`src/rtl/therm_enc_pkg.sv`:
```
package therm_enc_pkg;
  function automatic int unsigned therm_width(int unsigned code_w);
    return (1 << code_w) - 1;
  endfunction
endpackage

```
`src/rtl/therm_row_detect.sv`:
```
module therm_row_detect #(
  parameter int CODE_W = 6
) (
  input  logic [therm_enc_pkg::therm_width(CODE_W)-1:0] therm_i,
  output logic [(1<<CODE_W)-1:0]                         hit_o,
  output logic                                           multi_o
);
  localparam int THERM_W = therm_enc_pkg::therm_width(CODE_W);
  localparam int ROWS    = 1 << CODE_W;

  // two implied ones below bit 0, one implied zero above the top bit
  logic [THERM_W+2:0] ext;
  assign ext = {1'b0, therm_i, 2'b11};

  for (genvar c = 0; c < ROWS; c++) begin : g_row
    assign hit_o[c] = ext[c] & ext[c+1] & ~ext[c+2];
  end

  assign multi_o = |(hit_o & (hit_o - ROWS'(1)));
endmodule

```
`src/rtl/therm_gray_rom.sv`:
```
module therm_gray_rom #(
  parameter int CODE_W = 6
) (
  input  logic [(1<<CODE_W)-1:0] hit_i,
  output logic [CODE_W-1:0]      gray_o
);
  localparam int ROWS = 1 << CODE_W;

  always_comb begin
    gray_o = '0;
    for (int c = 0; c < ROWS; c++) begin
      if (hit_i[c]) gray_o = gray_o | CODE_W'(c ^ (c >> 1));
    end
  end
endmodule

```
`src/rtl/gray_to_bin.sv`:
```
module gray_to_bin #(
  parameter int CODE_W = 6
) (
  input  logic [CODE_W-1:0] gray_i,
  output logic [CODE_W-1:0] bin_o
);
  always_comb begin
    bin_o[CODE_W-1] = gray_i[CODE_W-1];
    for (int i = CODE_W - 2; i >= 0; i--) begin
      bin_o[i] = bin_o[i+1] ^ gray_i[i];
    end
  end
endmodule

```
`src/rtl/therm_rom_encoder.sv`:
```
module therm_rom_encoder #(
  parameter int CODE_W = 6
) (
  input  logic                                           clk_i,
  input  logic                                           rst_ni,
  input  logic                                           valid_i,
  input  logic [therm_enc_pkg::therm_width(CODE_W)-1:0] therm_i,
  output logic [CODE_W-1:0]                              gray_o,
  output logic [CODE_W-1:0]                              bin_o,
  output logic                                           conflict_o
);
  localparam int ROWS = 1 << CODE_W;

  logic [ROWS-1:0]   hit;
  logic              multi;
  logic [CODE_W-1:0] gray_d;
  logic [CODE_W-1:0] bin_d;

  therm_row_detect #(.CODE_W(CODE_W)) u_detect (
    .therm_i (therm_i),
    .hit_o   (hit),
    .multi_o (multi)
  );

  therm_gray_rom #(.CODE_W(CODE_W)) u_rom (
    .hit_i  (hit),
    .gray_o (gray_d)
  );

  gray_to_bin #(.CODE_W(CODE_W)) u_g2b (
    .gray_i (gray_d),
    .bin_o  (bin_d)
  );

  always_ff @(posedge clk_i or negedge rst_ni) begin
    if (!rst_ni) begin
      gray_o     <= '0;
      bin_o      <= '0;
      conflict_o <= 1'b0;
    end else if (valid_i) begin
      gray_o     <= gray_d;
      bin_o      <= bin_d;
      conflict_o <= multi;
    end
  end
endmodule

```
`config.mk`:
```
export PLATFORM = sky130hd
export DESIGN_NAME = therm_rom_encoder
export DESIGN_NICKNAME = d
export VERILOG_FILES = /design/src/rtl/therm_enc_pkg.sv /design/src/rtl/therm_row_detect.sv /design/src/rtl/therm_gray_rom.sv /design/src/rtl/gray_to_bin.sv /design/src/rtl/therm_rom_encoder.sv
export SDC_FILE = /design/constraint.sdc
export NUM_CORES = 1
export LEC_CHECK = 0
export BUFFER_PORTS_ARGS = -buffer_cell sky130_fd_sc_hd__buf_2
export CAP_MARGIN = 20
export CORE_UTILIZATION = 58
export DETAILED_ROUTE_END_ITERATION = 8
export PLACE_DENSITY = 0.88
export SYNTH_ARGS = -nofsm -noshare
export SYNTH_HDL_FRONTEND = slang
export SYNTH_SLANG_ARGS = --single-unit
```
`constraint.sdc`:
```
create_clock -name clk_i -period 1.3 [get_ports clk_i]
set_input_delay 0.26 -clock clk_i [delete_from_list [all_inputs] [get_ports clk_i]]
set_output_delay 0.26 -clock clk_i [all_outputs]
set_load 0.005 [all_outputs]
```
==> results of run 1 <==
-- synth_stat cells, drive strengths merged, types with 3 or more instances --
master | number | share of area
mux2i | 6 | 0.022
nor2 | 22 | 0.031
a22oi | 7 | 0.019
nand3b | 6 | 0.017
nand4 | 19 | 0.046
nand3 | 24 | 0.044
o2111ai | 3 | 0.0097
dfrtp | 12 | 0.11
nor4 | 9 | 0.044
nand2b | 4 | 0.0093
inv | 11 | 0.015
or3 | 3 | 0.0069
a31oi | 14 | 0.032
o21ai | 48 | 0.094
nand2 | 46 | 0.064
nor2b | 84 | 0.19
and3 | 3 | 0.0069
and2 | 3 | 0.0079
o211ai | 12 | 0.033
nor3 | 9 | 0.019
a21oi | 21 | 0.039
-- kinds of logic after synthesis --
kind of cell | after synthesis | synth area share
AND/OR/NAND/NOR | 245 | 0.531
AO/OA/AOI/OAI | 125 | 0.291
buffers and inverters | 14 | 0.0208
flip-flops | 12 | 0.111
multiplexers | 8 | 0.0306
XOR/XNOR | 3 | 0.0148
-- metrics by stage --
stage	TNS [ps]	instances
2_1_floorplan	-6600	407
3_3_place_gp	-11170	691
==> results by group, run 1 <==
Status
  • Status: aborted with a tool error
  • Stop stage: detailed placement
  • First Err: Error: detail_place.tcl, 38 bad optional access

Yosys
  • Async SR Flop Fraction: 1.00
  • Main synth FF type: dfrtp_1
  • Post-synthesis cell type count: 58
  • Post-Syn Instances: 407
  • Post-synthesis sequential area ratio: 0.111
  • Cell area after synthesis: between 0.002 and 0.003 mm^2
  • Mapped Nets: 473
  • Ys Warns: 0
  • Syn avg cell area: between 6 and 7 um^2
  • Synthesized flop and latch total: 12
  • Post-synth EDFFs: 0

Die
  • Site row count: 24
  • Die Span Y: 70.2 um
  • Num ports: 79
  • Initial Util: 0.612
  • Die width: between 70 and 80 um

Placed design
  • Final GP Congestion: between 1 and 1.5
  • Quantity of I/O buffers inserted on ports: 78
==> inputs of run 2 (changes only) <==
--- a/config.mk
+++ b/config.mk
@@ -7,9 +7,9 @@
 export LEC_CHECK = 0
 export BUFFER_PORTS_ARGS = -buffer_cell sky130_fd_sc_hd__buf_2
 export CAP_MARGIN = 20
-export CORE_UTILIZATION = 58
+export CORE_UTILIZATION = 40
 export DETAILED_ROUTE_END_ITERATION = 8
-export PLACE_DENSITY = 0.88
+export PLACE_DENSITY_LB_ADDON = 0.15
 export SYNTH_ARGS = -nofsm -noshare
 export SYNTH_HDL_FRONTEND = slang
 export SYNTH_SLANG_ARGS = --single-unit
==> run 2 against run 1 <==
Net effect:
- the flow now finishes, with violations (design-rule violations, negative setup slack)
- area after synthesis unchanged
- synthesized cell count is the same
==> results by group, run 2 <==
Status
  • Status: complete, but fails checks
  • Failing checks: design-rule violations, negative setup slack

Cells and area
  • Final net count: approximately 750
  • Number of fill cells in the layout: between 300 and 400
  • Number of flip-flops under the largest register name: 6
  • Most frequent cells in the layout: buf_4 (174), nor2b_1 (57), buf_2 (54), nand2_1 (40), buf_6 (40)
  • Area delta synth->final: 106%
  • Commonest non-fill, non-tap cell in the layout: buf_4
  • Largest Register: gray_o
  • Post-route insts no fill: approximately 760
  • Fraction of final layout cells sized beyond drive strength 1: 0.558
  • Ant. Diodes: 0
  • Final Cell Area: ~0.0056 mm^2
  • Largest registers: gray_o x6, bin_o x5, conflict_o x1

Power
  • PD cells: between 400 and 500 mW/mm^2
  • Power Total: approximately 0.0026 W
  • Static Leak: roughly 2.6 nW
  • Worst vdd ir: ~350 uV

Yosys
  • Synthesized flop and latch total: 12 (unchanged)
  • Post-synth top area share: 0.195 (unchanged)
  • Synth cell count leaders: nor2b_1 (84), nand2_1 (46), o21ai_0 (29), nand3_1 (24), nor2_1 (22)
  • Async SR Flop Fraction: 1.00 (unchanged)
  • Cell with the most instances after synthesis: nor2b_1
  • Post-synthesis sequential area ratio: 0.111 (unchanged)
  • Mapped Nets: 473 (unchanged)
  • Post-synthesis cell type count: 58 (unchanged)
  • Main synth FF type: dfrtp_1
  • Cell area after synthesis: 0.00270 mm^2 (unchanged)
  • Post-synth EDFFs: 0 (unchanged)
  • Top post-synthesis cells by area: nor2b_1 (19%), dfrtp_1 (11%), nand2_1 (6.4%)
  • Syn avg cell area: 6.64 um^2 (unchanged)
  • Ys Warns: 0 (unchanged)
  • Post-Syn Instances: 407 (unchanged)
  • Yosys top cell by area: nor2b_1

Setup path
  • Critical Path Max Stage Delay: 410 ps
  • R2r setup slk: between 500 and 600 ps
  • Setup crit start kind: input port
  • Worst reg-to-reg path cell count: 1
  • Cell mode on critical path: nand4_1
  • Crit. End Element: flop
  • Worst endpoint data arrival time: roughly 2600 ps
  • Critical path type: in2reg
  • CP required: about 1400 ps
  • Critical path cell sequence: buf_2, nor2b_1, o21ai_1, nand4_1, nor4_4, buf_6, nand3_1, a31oi_1, nand4_1, or4_1, o32a_1
  • CP max stage cell: or4_1
  • CP Max Fanout: 7

Clocking
  • Clock Sinks: 12
  • Worst-Skew Late Latency: between 200 and 250 ps
  • Clock transition at the registers of the reported paths: 60 ps
  • CTS tree: built
  • CTS max path bufs: 2
  • Clk root buf: clkbuf_8
  • Num CTS Buffers: 3
  • H-tree levels: 1

STA
  • RSZ-0062 raised after global routing: true
  • Setup violators final: 12
  • Final period utilization: 1.91
  • Max_slew headroom: 0.733
  • Worst-Margin Slew: between 300 and 400 ps
  • Layout Skew: 0 ps
  • Hold Vio Cnt, Final: 0
  • Top achievable clock speed: ~400 MHz
  • Fin crit period: 2480 ps
  • Final Max Slew Viols: 0
  • Setup slack after layout: -1180 ps

Route
  • DR pass1 iterations: 7
  • Antenna-violating nets left: 0
  • DR vias/cell: around 5.8
  • Iter 0 DRT Violations: between 300 and 400
  • Wirelength per Cell: approximately 17 um
  • Via count: ~4400
  • Remaining DRCs: 15
  • Routed Wire Length: around 13000 um

Placed design
  • Area after DPL: 0.00452 mm^2
  • Final HPWL from detailed placement: about 9100 um
  • Total placed cells including tap cells: a little over 700
  • Final GP Congestion: 0.970 (-13%)
  • Quantity of I/O buffers inserted on ports: 78 (unchanged)

GRT
  • Vias in the first global route: about 4100
  • Gr usage total: 0.319
  • First-pass GRT wire length: approximately 18000 um
  • Grt total ovfl: 0
  • Largest net degree at the start of global routing: 23
  • Initial antenna violation count: 0

Die
  • Core Footprint: around 0.0064 mm^2
  • Die Span Y: 84.2 um (+20%)
  • Initial Util: 0.421 (-0.191)
  • Die Area: 0.00709 mm^2
  • Site row count: 29 (+21%)
  • Num ports: 79 (unchanged)
  • Die width: 84.2 um (+20%)

Flow run
  • Max-cap viol count: 0

Min path
  • Worst hold-check path type: in2async
run 2: cell counts after synthesis:
No cell type changed its count.
run 2: area by class of cell:
cell class                      count  area [um^2]  area share
Clock buffer                        4         55.1     0.00988
Tap cell                           77         96.3      0.0173
Timing Repair Buffer              278         2160       0.388
Multi-Input combinational cell    381         2910       0.523
Inverter                           11         43.8     0.00786
Sequential cell                    12          300      0.0539
run 2: stage by stage:
| step | util | hold slack [ps] | TNS (ps) | setup slack [ps] |
|---|---|---|---|---|
| final | 0.867 | 424 | -7860 | -1180 |
| after detailed placement | 0.703 | 150 | -12560 | -1480 |
| after global placement | 0.703 | 153 | -12870 | -1570 |
| after global routing | 0.867 | 461 | -8650 | -1270 |
| after CTS | 0.753 | 424 | -8060 | -1150 |
| after floorplan | - | -35.6 | -6600 | -1000 |
run 2: logic make-up after synthesis:
family,Yosys count,share of synthesized area
flip-flops,12,0.111
AO/OA/AOI/OAI,125,0.291
buffers and inverters,14,0.0208
multiplexers,8,0.0306
AND/OR/NAND/NOR,245,0.531
XOR/XNOR,3,0.0148
run 2: power by group:
group	switching, W	internal [W]
Combinational	0.000868	0.000935
Sequential	0.00000946	0.000393
Clock	0.000151	0.000268
run 2: worst paths after layout:
kind	endpoint	startpoint
max in group asynchronous	gray_o[5]$_DFFE_PN0P_	rst_ni
worst max register to register	gray_o[5]$_DFFE_PN0P_	gray_o[5]$_DFFE_PN0P_
worst min register to register	bin_o[0]$_DFFE_PN0P_	bin_o[0]$_DFFE_PN0P_
min in group clk_i	bin_o[0]$_DFFE_PN0P_	bin_o[0]$_DFFE_PN0P_
worst min-delay path	conflict_o$_DFFE_PN0P_	rst_ni
worst max-delay path	conflict_o$_DFFE_PN0P_	therm_i[32]
run 2: timing repair:
action	4_1_cts	5_1_grt
endpoints found under the setup margin	12	12
pin swaps	10	50
hold endpoints to repair	12	0
resized for setup	46	146
buffers inserted	12	32
hold buffers	1	0
run 2: critical path: cells and delay by family:
| kind | cells | cell delay (ps) |
|---|---|---|
| AND/OR/NAND/NOR | 6 | 1280 |
| AO/OA/AOI/OAI | 3 | 780 |
| buffers and inverters | 2 | 300 |
run 2: layer usage:
metal	global-route usage	vias to the layer above	part of all wire
li1	-	2098	-
met1	0.404	2088	0.40
met2	0.555	216	0.51
met3	0.0472	45	0.059
met4	0.105	0	0.035
met5	0	-	0
No activity file was read; power rests on OpenSTA's default activity.
